<file path="src/rtl/secded_pkg.sv">
package secded_pkg;
  localparam int DW = 8;
  localparam int CW = 4;
  localparam int WW = DW + CW + 1;

  typedef enum logic [1:0] {
    ST_CLEAN = 2'b00,
    ST_FIXED = 2'b01,
    ST_FATAL = 2'b10
  } ecc_status_e;

  // check bits over data, d[0] is the first data bit
  function automatic logic [CW-1:0] hcheck(input logic [DW-1:0] d);
    logic [CW-1:0] c;
    c[0] = d[0] ^ d[1] ^ d[3] ^ d[4] ^ d[6];
    c[1] = d[0] ^ d[2] ^ d[3] ^ d[5] ^ d[6];
    c[2] = d[1] ^ d[2] ^ d[3] ^ d[7];
    c[3] = d[4] ^ d[5] ^ d[6] ^ d[7];
    return c;
  endfunction

  // syndrome produced by a flip of data bit idx: the idx-th value >= 3
  // that is not a power of two
  function automatic logic [CW-1:0] data_col(input int idx);
    int n;
    logic [CW-1:0] r;
    n = 0;
    r = '0;
    for (int v = 3; v < (1 << CW); v++) begin
      if ((v & (v - 1)) != 0) begin
        if (n == idx) r = CW'(v);
        n++;
      end
    end
    return r;
  endfunction
endpackage

</file>
<file path="src/rtl/secded_rst_sync.sv">
module secded_rst_sync (
  input  logic clk,
  input  logic rst_n,
  output logic rst_sync_n
);
  logic [1:0] sync_q;

  always_ff @(posedge clk or negedge rst_n) begin
    if (!rst_n) sync_q <= 2'b00;
    else        sync_q <= {sync_q[0], 1'b1};
  end

  assign rst_sync_n = sync_q[1];
endmodule

</file>
<file path="src/rtl/secded_enc.sv">
module secded_enc
  import secded_pkg::*;
(
  input  logic [DW-1:0] data,
  output logic [WW-1:0] word
);
  logic [CW-1:0] chk;

  always_comb begin
    chk  = hcheck(data);
    word = {^{chk, data}, chk, data};
  end
endmodule

</file>
<file path="src/rtl/secded_dec.sv">
module secded_dec
  import secded_pkg::*;
(
  input  logic [WW-1:0] word,
  output logic [DW-1:0] data,
  output logic [1:0]    status,
  output logic [WW-1:0] fixed
);
  logic [DW-1:0] raw;
  logic [CW-1:0] syn;
  logic          perr;
  logic [DW-1:0] hit;
  logic          chk_hit;
  ecc_status_e   st;

  assign raw  = word[DW-1:0];
  assign syn  = word[DW+CW-1:DW] ^ hcheck(raw);
  assign perr = ^word;

  for (genvar i = 0; i < DW; i++) begin : g_col
    assign hit[i] = (syn == data_col(i));
  end

  assign chk_hit = (syn != '0) && ((syn & (syn - 1'b1)) == '0);

  always_comb begin
    data = raw;
    st   = ST_CLEAN;
    if (syn == '0) begin
      st = perr ? ST_FIXED : ST_CLEAN;
    end else if (!perr) begin
      st = ST_FATAL;
    end else if (|hit) begin
      data = raw ^ hit;
      st   = ST_FIXED;
    end else if (chk_hit) begin
      st = ST_FIXED;
    end else begin
      st = ST_FATAL;
    end
  end

  assign status = st;

  secded_enc u_reenc (
    .data (data),
    .word (fixed)
  );
endmodule

</file>
<file path="src/rtl/secded_store.sv">
module secded_store
  import secded_pkg::*;
#(
  parameter int ADDR_W = 4
) (
  input  logic              clk,
  input  logic              we,
  input  logic [ADDR_W-1:0] waddr,
  input  logic [WW-1:0]     wword,
  input  logic [ADDR_W-1:0] raddr,
  output logic [WW-1:0]     rword,
  input  logic [ADDR_W-1:0] iaddr,
  output logic [WW-1:0]     iword
);
  localparam int DEPTH = 1 << ADDR_W;

  logic [WW-1:0] cells [DEPTH];

  always_ff @(posedge clk) begin
    if (we) cells[waddr] <= wword;
  end

  assign rword = cells[raddr];
  assign iword = cells[iaddr];
endmodule

</file>
<file path="src/rtl/secded_scrub.sv">
module secded_scrub #(
  parameter int ADDR_W = 4
) (
  input  logic              clk,
  input  logic              rst_n,
  input  logic              step,
  output logic [ADDR_W-1:0] ptr
);
  logic [ADDR_W-1:0] ptr_q, ptr_d;

  always_comb begin
    ptr_d = ptr_q;
    if (step) ptr_d = ptr_q + 1'b1;
  end

  always_ff @(posedge clk or negedge rst_n) begin
    if (!rst_n)    ptr_q <= '0;
    else if (step) ptr_q <= ptr_d;
  end

  assign ptr = ptr_q;
endmodule

</file>
<file path="src/rtl/secded_mem.sv">
module secded_mem
  import secded_pkg::*;
#(
  parameter int ADDR_W = 4
) (
  input  logic              clk,
  input  logic              rst_n,
  input  logic              req_valid,
  input  logic              req_we,
  input  logic [ADDR_W-1:0] req_addr,
  input  logic [7:0]        req_wdata,
  output logic              rsp_valid,
  output logic [7:0]        rsp_rdata,
  output logic [1:0]        rsp_status,
  input  logic              inj_valid,
  input  logic [ADDR_W-1:0] inj_addr,
  input  logic [12:0]       inj_mask
);
  logic              rst_core_n;
  logic [ADDR_W-1:0] scrub_ptr;
  logic              scrub_go;
  logic [ADDR_W-1:0] rd_addr;
  logic [WW-1:0]     rd_word, inj_word, enc_word, fix_word;
  logic [DW-1:0]     dec_data;
  logic [1:0]        dec_status;
  logic              wr_en;
  logic [ADDR_W-1:0] wr_addr;
  logic [WW-1:0]     wr_word;
  logic              is_read;
  logic              rsp_valid_q, rsp_valid_d;
  logic [DW-1:0]     rsp_data_q, rsp_data_d;
  logic [1:0]        rsp_stat_q, rsp_stat_d;

  secded_rst_sync u_rst (
    .clk        (clk),
    .rst_n      (rst_n),
    .rst_sync_n (rst_core_n)
  );

  assign scrub_go = rst_core_n && !req_valid && !inj_valid;
  assign rd_addr  = req_valid ? req_addr : scrub_ptr;
  assign is_read  = req_valid && !req_we;

  secded_enc u_enc (
    .data (req_wdata),
    .word (enc_word)
  );

  secded_store #(.ADDR_W(ADDR_W)) u_store (
    .clk   (clk),
    .we    (wr_en),
    .waddr (wr_addr),
    .wword (wr_word),
    .raddr (rd_addr),
    .rword (rd_word),
    .iaddr (inj_addr),
    .iword (inj_word)
  );

  secded_dec u_dec (
    .word   (rd_word),
    .data   (dec_data),
    .status (dec_status),
    .fixed  (fix_word)
  );

  secded_scrub #(.ADDR_W(ADDR_W)) u_scrub (
    .clk   (clk),
    .rst_n (rst_core_n),
    .step  (scrub_go),
    .ptr   (scrub_ptr)
  );

  // single write port: request write, then injection, then scrub repair
  always_comb begin
    wr_en   = 1'b0;
    wr_addr = req_addr;
    wr_word = enc_word;
    if (rst_core_n) begin
      if (req_valid && req_we) begin
        wr_en = 1'b1;
      end else if (inj_valid) begin
        wr_en   = 1'b1;
        wr_addr = inj_addr;
        wr_word = inj_word ^ inj_mask;
      end else if (scrub_go && (dec_status == ST_FIXED)) begin
        wr_en   = 1'b1;
        wr_addr = scrub_ptr;
        wr_word = fix_word;
      end
    end
  end

  always_comb begin
    rsp_valid_d = is_read;
    rsp_data_d  = dec_data;
    rsp_stat_d  = dec_status;
  end

  always_ff @(posedge clk or negedge rst_core_n) begin
    if (!rst_core_n) begin
      rsp_valid_q <= 1'b0;
      rsp_data_q  <= '0;
      rsp_stat_q  <= ST_CLEAN;
    end else begin
      rsp_valid_q <= rsp_valid_d;
      if (is_read) begin
        rsp_data_q <= rsp_data_d;
        rsp_stat_q <= rsp_stat_d;
      end
    end
  end

  assign rsp_valid  = rsp_valid_q;
  assign rsp_rdata  = rsp_data_q;
  assign rsp_status = rsp_stat_q;
endmodule

</file>
<file path="config.mk">
export PLATFORM = sky130hd
export DESIGN_NAME = secded_mem
export DESIGN_NICKNAME = d
export VERILOG_FILES = /design/src/rtl/secded_pkg.sv /design/src/rtl/secded_rst_sync.sv /design/src/rtl/secded_enc.sv /design/src/rtl/secded_dec.sv /design/src/rtl/secded_store.sv /design/src/rtl/secded_scrub.sv /design/src/rtl/secded_mem.sv
export SDC_FILE = /design/constraint.sdc
export NUM_CORES = 1
export LEC_CHECK = 0
export ABC_CLOCK_PERIOD_IN_PS = 800
export BUFFER_PORTS_ARGS = -buffer_cell sky130_fd_sc_hd__buf_4
export CORE_MARGIN = 2
export CORE_UTILIZATION = 50
export CTS_CLUSTER_DIAMETER = 80
export DETAILED_ROUTE_END_ITERATION = 12
export GPL_TIMING_DRIVEN = 0
export PLACE_DENSITY_LB_ADDON = 0.3
export SLEW_MARGIN = 15
export SYNTH_ARGS = -nofsm -noshare
export SYNTH_HDL_FRONTEND = slang
export SYNTH_SLANG_ARGS = --single-unit
</file>
<file path="constraint.sdc">
create_clock -name clk -period 0.8 [get_ports clk]
set_input_delay 0.08 -clock clk [delete_from_list [all_inputs] [get_ports clk]]
set_output_delay 0.08 -clock clk [all_outputs]
set_load 0.02 [all_outputs]
</file>
Yosys cells after proc, flatten, opt, wreduce, memory -nomap -nowiden

Memories as Yosys holds them, arrays and structs flattened.
Index checks and enable logic that the tools add are counted.

Register bits: 17
Memory bits (writable): 208
Input bits: 34
Word-level logic and storage cells: 102
Memories kept: 1

Memories:

| memory        | words | bits a word | rd ports | clocked after memory_dff | write ports | line               | source |
|---|---|---|---|---|---|---|---|
| u_store.cells | 16    | 13          | 2        | 0                        | 1           | secded_store.sv:17 | `logic [WW-1:0] cells [DEPTH];` |

Add/sub/neg operators: 2
Equal/unequal tests: 9
Mux-type cells: 23
Bitwise logic cells: 46
Reductions and logical operators: 16

Operator list:

| operator                                         | count |
|---|---|
| two-way mux 13 bit                               | 4 |
| XOR 1 bit                                        | 42 |
| two-way mux 8 bit                                | 3 |
| parity 12 bit                                    | 2 |
| two-way mux 4 bit                                | 5 |
| == test 4 bit, second input constant             | 4 |
| parity 13 bit                                    | 1 |
| XOR 13 bit                                       | 1 |
| == test 4 x 3 -> 1 bit, second input constant    | 3 |
| logical NOT 4 bit                                | 2 |
| two-way mux 2 bit                                | 4 |
| OR reduction 8 bit                               | 1 |
| XOR 8 bit                                        | 1 |
| two-way mux 1 bit                                | 7 |
| logical AND 1 bit                                | 6 |
| adder 4 x 1 -> 4 bit, second input constant      | 1 |
| AND 4 bit                                        | 1 |
| == test 4 x 2 -> 1 bit, second input constant    | 1 |
| nonzero test 4 bit                               | 1 |
| subtractor 4 x 1 -> 4 bit, second input constant | 1 |
| XOR 4 bit                                        | 1 |
| logical NOT 1 bit                                | 3 |
| == test 2 x 1 -> 1 bit, second input constant    | 1 |

Longest topological paths before layout

An unclocked memory read counts as a cell.

Depth after elaboration: 23
Mapped depth: 20
Depth with buffers taken out: 12

Cells and area by module

A second synthesis with hierarchy kept.

Cells, all modules: 688
Area, all modules: 11878.9 um^2

Modules (own cells, without submodules):

| module          | times used | cells an instance | area each (um^2) | sequential area each (um^2) |
|---|---|---|---|---|
| secded_store    | 1          | 453               | 9609.2           | 6246.0 |
| secded_mem      | 1          | 117               | 1082.3           | 275.3 |
| secded_dec      | 1          | 62                | 525.5            | 0.0 |
| secded_enc      | 2          | 21                | 224.0            | 0.0 |
| secded_scrub    | 1          | 11                | 160.2            | 100.1 |
| secded_rst_sync | 1          | 3                 | 53.8             | 50.0 |

Worst setup path after synthesis

Ideal clock, no wire load.

Kind: reg-to-reg
Start point: register u_scrub.ptr_q[1] (netlist: u_scrub.ptr[1])
End point: memory u_store.cells[1][0] in the netlist's numbering (enable)
Library setup time: 0.400 ns
Data arrival time: 4.930 ns
Data required time: 0.400 ns
Path slack: -4.530 ns
Stages on the path, launching flop included: 18
Clock period less this slack: 5.330 ns
Cell sequence: dfrtp_1 > mux2i_4 > buf_6 > buf_8 > buf_8 > buf_6 > mux4_2 > a22o_1 > a211oi_1 > xnor2_2 > xor2_4 > xor2_4 > mux2i_1 > a21oi_1 > o21a_1 > buf_2 > o22a_1 > nor3_1

Longest elaborated chain between the ends: 23

RTL lines:

| what                                      | line                               | source |
|---|---|---|
| start: declaration                        | secded_scrub.sv:9                  | `logic [ADDR_W-1:0] ptr_q, ptr_d;` |
| start signal: assignment                  | secded_scrub.sv:18                 | `else if (step) ptr_q <= ptr_d;` |
| two-way mux 4 bit                         | secded_mem.sv:41                   | `assign rd_addr = req_valid ? req_addr : scrub_ptr;` |
| memory read (16 x 13 bit)                 | --                                 |  |
| XOR 1 bit (on tied branches) (4 in a row) | secded_pkg.sv:15, secded_pkg.sv:16 |  |
| XOR 4 bit                                 | secded_dec.sv:17                   | `assign syn = word[DW+CW-1:DW] ^ hcheck(raw);` |
| subtractor 4 x 1 -> 4 bit                 | secded_dec.sv:24                   | `assign chk_hit = (syn != '0) && ((syn & (syn - 1'b1)) == '0);` |
| AND 4 bit                                 | secded_dec.sv:24                   |  |
| logical NOT 4 bit                         | secded_dec.sv:24                   |  |
| logical AND 1 bit                         | secded_dec.sv:24                   |  |
| (+4 left out)                             | --                                 |  |
| == test 2 x 1 -> 1 bit                    | secded_mem.sv:86                   | `end else if (scrub_go && (dec_status == ST_FIXED)) begin` |
| logical AND 1 bit                         | secded_mem.sv:86                   |  |
| two-way mux 1 bit                         | secded_mem.sv:86                   |  |
| two-way mux 1 bit                         | secded_mem.sv:82                   | `end else if (inj_valid) begin` |
| two-way mux 1 bit                         | secded_mem.sv:80                   | `if (req_valid && req_we) begin` |
| two-way mux 1 bit                         | secded_mem.sv:79                   | `if (rst_core_n) begin` |
| two-way mux 1 bit                         | secded_store.sv:20                 | `if (we) cells[waddr] <= wword;` |
| two-way mux 1 bit (implied by the code)   | secded_store.sv:20                 |  |
| end: declaration                          | secded_store.sv:17                 |  |

Parallel ways exist; a longest one is shown, timed or not.

Worst setup path after layout

Start point: register u_scrub.ptr_q[1] (netlist: u_scrub.ptr[1])
End point: memory u_store.cells[3][8] in the netlist's numbering (enable)

Same word-level chain as after synthesis.

==> results_dict.tcl <==
set metrics [dict create \
    status "complete, but fails checks" \
    violations "negative setup slack" \
    syn_area_um2 11700 \
    register_area_um2 6670 \
    core_area_um2 23300 \
    synth_edf_count 208 \
    drive_gt1_share_pct 47.5 \
    die-area_um2 24700 \
    hpwl_mm 21.8 \
    grt_overflow 0 \
    setup_ws_ns -4.45 \
    fin_crit_sh_pct 656 \
    cts_buffers 24 \
    yosys_register_bits 225 \
    initial_core_util_pct 50.4 \
    required_ns 1.02 \
    clk_latency_ns 0.53 \
    tightest_slew_ns 1.22 \
    drtIter0Drc 1235 \
    clk_path_buf_depth 3 \
    switching_share_pct 41.1 \
    crit_top_cell "buf_12" \
    synth_top_cell_area_share_pct 53.3 \
    start_kind "register" \
    io_pins 45 \
    p_comb_share_pct 63.3 \
    worstPathMaxFanout 9 \
    synth_commonest_cells "edfxtp_1, mux4_2, mux2i_1" \
    tns_ns -1827.15 \
    grt_pass1_wl_mm 57.7 \
    fillers 1406 \
    wl_per_cell_um 33.2 \
    rr_startpoint "u_scrub.ptr[1]" \
    area_growth_syn_to_layout_pct 38.1 \
    crit_slowest_cell "or4_4" \
    path_buf_inv 10 \
    fin_hold_ws_ns 0.0504 \
    wl_met3_mm 5.87 \
    peakVddDrop_uv 4310 \
    ys_seq_area_share_pct 56.9 \
    utilization_pct 69.6 \
    cp_slowest_stage_delay_ns 0.63 \
    clkTransAtPathRegs_ns 0.06 \
    yosysWarnings 0 \
    fmax_mhz 190 \
    p_leak_nw 5.84 \
    clock_power_share_pct 15.1 \
    worstHoldPathType "in2reg" \
    ys_types 60 \
    dpl_cell_area_um2 12900 \
    postSynthCellCount 724 \
    port_buffers 38 \
    hold_viol 0 \
    cts.htree.levels 1 \
    multiInputGateArea_um2 5720 \
    cts-root-buf "clkbuf_16" \
    grt_pass1_vias 8755 \
    top_layer "met5" \
    startpoint "u_scrub.ptr[1]" \
    grt_max_degree 18 \
    p_seq_share_pct 21.6 \
    crit_family "buffers and inverters" \
    rsz0062_at_grt "true" \
    slew_headroom_pct 18.7 \
    crit_chain "mux2i_4, buf_12, buf_12, buf_12, buf_12, buf_12, buf_12, mux2i_1, o22ai_1, or4_4, buf_6, xor2_2, xnor3_2, mux2i_4, a21oi_2, buf_4, o21a_1, buf_6, o22a_4, nor3_4, buf_12" \
    critical_path.endpoint_type "register" \
    wl_met1_mm 14.1 \
    synthArstFlopShare_pct 7.56 \
    power_density_nw_per_um2 4600 \
    first_pass_iters 5 \
    cts_num_sinks 225 \
    fin_crit_ns 5.25 \
    p_int_mw 43.8 \
    antenna_found_initial 1 \
    setup_violations 441 \
    final_cell_area_um2 16200 \
    synth_ff_type "edfxtp_1" \
    grt.total_usage_pct 33.2 \
    die_w_um 157 \
    yosysMostFrequentCell "edfxtp_1" \
    yosys.area.top_type "edfxtp_1" \
    min_from "req_wdata[7]" \
    antenna_left 0 \
    slew_violations 0 \
    p_sw_mw 30.6 \
    fin_nets 975 \
    drt-total-wl_mm 42.3 \
    drc 0 \
    routabilityCongestion 0.898 \
    synth_area_leaders "edfxtp_1, mux4_2, mux2i_1" \
    cts_tree "yes" \
    vias_per_cell 6.92 \
    die_y_um 157 \
    rows 56 \
    crit_arrival_ns 5.47 \
    critPathKind "reg2reg" \
    avgSynthCellArea_um2 16.2 \
    syn_nets 759 \
    num_vias 8836 \
    wl_met2_mm 19.1 \
    drv_cap 0 \
    antenna-diode-count 0 \
    clock_skew_ns 0.0194 \
]
[registers in the layout, indices dropped and copies added (netlist names)]
register / count
rsp_valid: 1
u_store.cells: 208
u_rst.sync_q: 2
rsp_rdata: 8
u_scrub.ptr: 4
rsp_status: 2
[kinds of logic after synthesis]
logic type	count (synthesis)	synth area share [%]
DFF	225	56.9
muxes	169	23.5
AOI/OAI and AO/OA	113	6.42
and+or+nand+nor	99	4.60
xor gates and xnor gates	65	6.17
buffers and inverters	51	2.34
adders and majority gates	1	0.107
other	1	0.0320
[cell type report]
cell class | count | share of cell area (%)
plain buffers | 38 | 1.99
clock buffers | 30 | 3.98
clock inverters | 14 | 0.950
inverters | 9 | 0.224
multi-input cells | 449 | 35.3
flip-flops and latches | 225 | 41.2
well taps | 319 | 2.46
repair buffers | 193 | 13.9
[power groups by stage]
stage | clock (mW) | combinational, mW | sequential, mW
after floorplan | 0 | 20.7 | 16.2
after global placement | 0 | 24.6 | 15.9
after detailed placement | 0 | 24.8 | 15.9
after CTS | 11.3 | 41.8 | 16.1
after global routing | 11.8 | 47.4 | 16.0
final | 11.3 | 47.1 | 16.1
[worst reg2reg max path, cell delays in order (launching register included)]
cell and delay [ns]:
dfrtp_2 0.43, mux2i_4 0.18, buf_12 0.14, buf_12 0.11
buf_12 0.10, buf_12 0.11, buf_12 0.11, buf_12 0.13
mux2i_1 0.20, o22ai_1 0.10, or4_4 0.63, buf_6 0.17
xor2_2 0.22, xnor3_2 0.56, mux2i_4 0.23, a21oi_2 0.11
buf_4 0.16, o21a_1 0.19, buf_6 0.15, o22a_4 0.33
nor3_4 0.35, buf_12 0.21
[layer usage]
layer	vias to the layer above	track usage (%)
met5	-	0
met4	2	19.4
met3	204	8.40
met2	783	51.8
met1	4451	42.5
li1	3396	-
[layout by cell type (no fill, tap or decap), drive strengths merged, types with 3 or more instances in the layout]
cell type and instances:
edfxtp 208, buf 204, mux4 83, mux2i 80
clkbuf 53, o22ai 40, xnor2 37, nand2 28
o21ai 25, xor2 24, nor3 21, dfrtp 17
nor2 15, a21oi 13, a22oi 11, inv 10
or4 7, clkinv 7, nand3 7, mux2 6
o22a 6, or2 4, and3 4, and3b 3
bufinv 3, clkinvlp 3, nor3b 3, nor4 3
xnor3 3
[stage by stage]
stage | std cells | worst slack, ns | total power [mW]
finish | 1277 | -4.45 | 74.5
global route | 1277 | -4.43 | 75.2
CTS | 1258 | -4.09 | 69.1
detailed placement | 1081 | -5.78 | 40.7
global placement | 1081 | -5.77 | 40.5
floorplan | 724 | -3.92 | 36.9
[repair_timing]
item,CTS,global route
endpoints found under the setup margin,441,441
setup buffers,126,19
gates cloned,8,4
pin swaps,54,28
hold buffers,2,0
gates resized for setup,112,35
hold endpoints to repair,2,0
[path summary, 6_finish.rpt]
kind | end | slack, ns | depth (start not counted)
min | u_store.cells[10][7] | 0.05 | 2
max reg2reg | u_store.cells[3][8] | -4.45 | 21
min in group asynchronous | u_scrub.ptr[2] | 0.19 | 0
min reg2reg | u_scrub.ptr[2] | 0.19 | 0
max in group asynchronous | u_rst.sync_q[1] | 0.24 | 3
max | u_store.cells[3][8] | -4.45 | 21
Power figures use the tool's default switching activity.
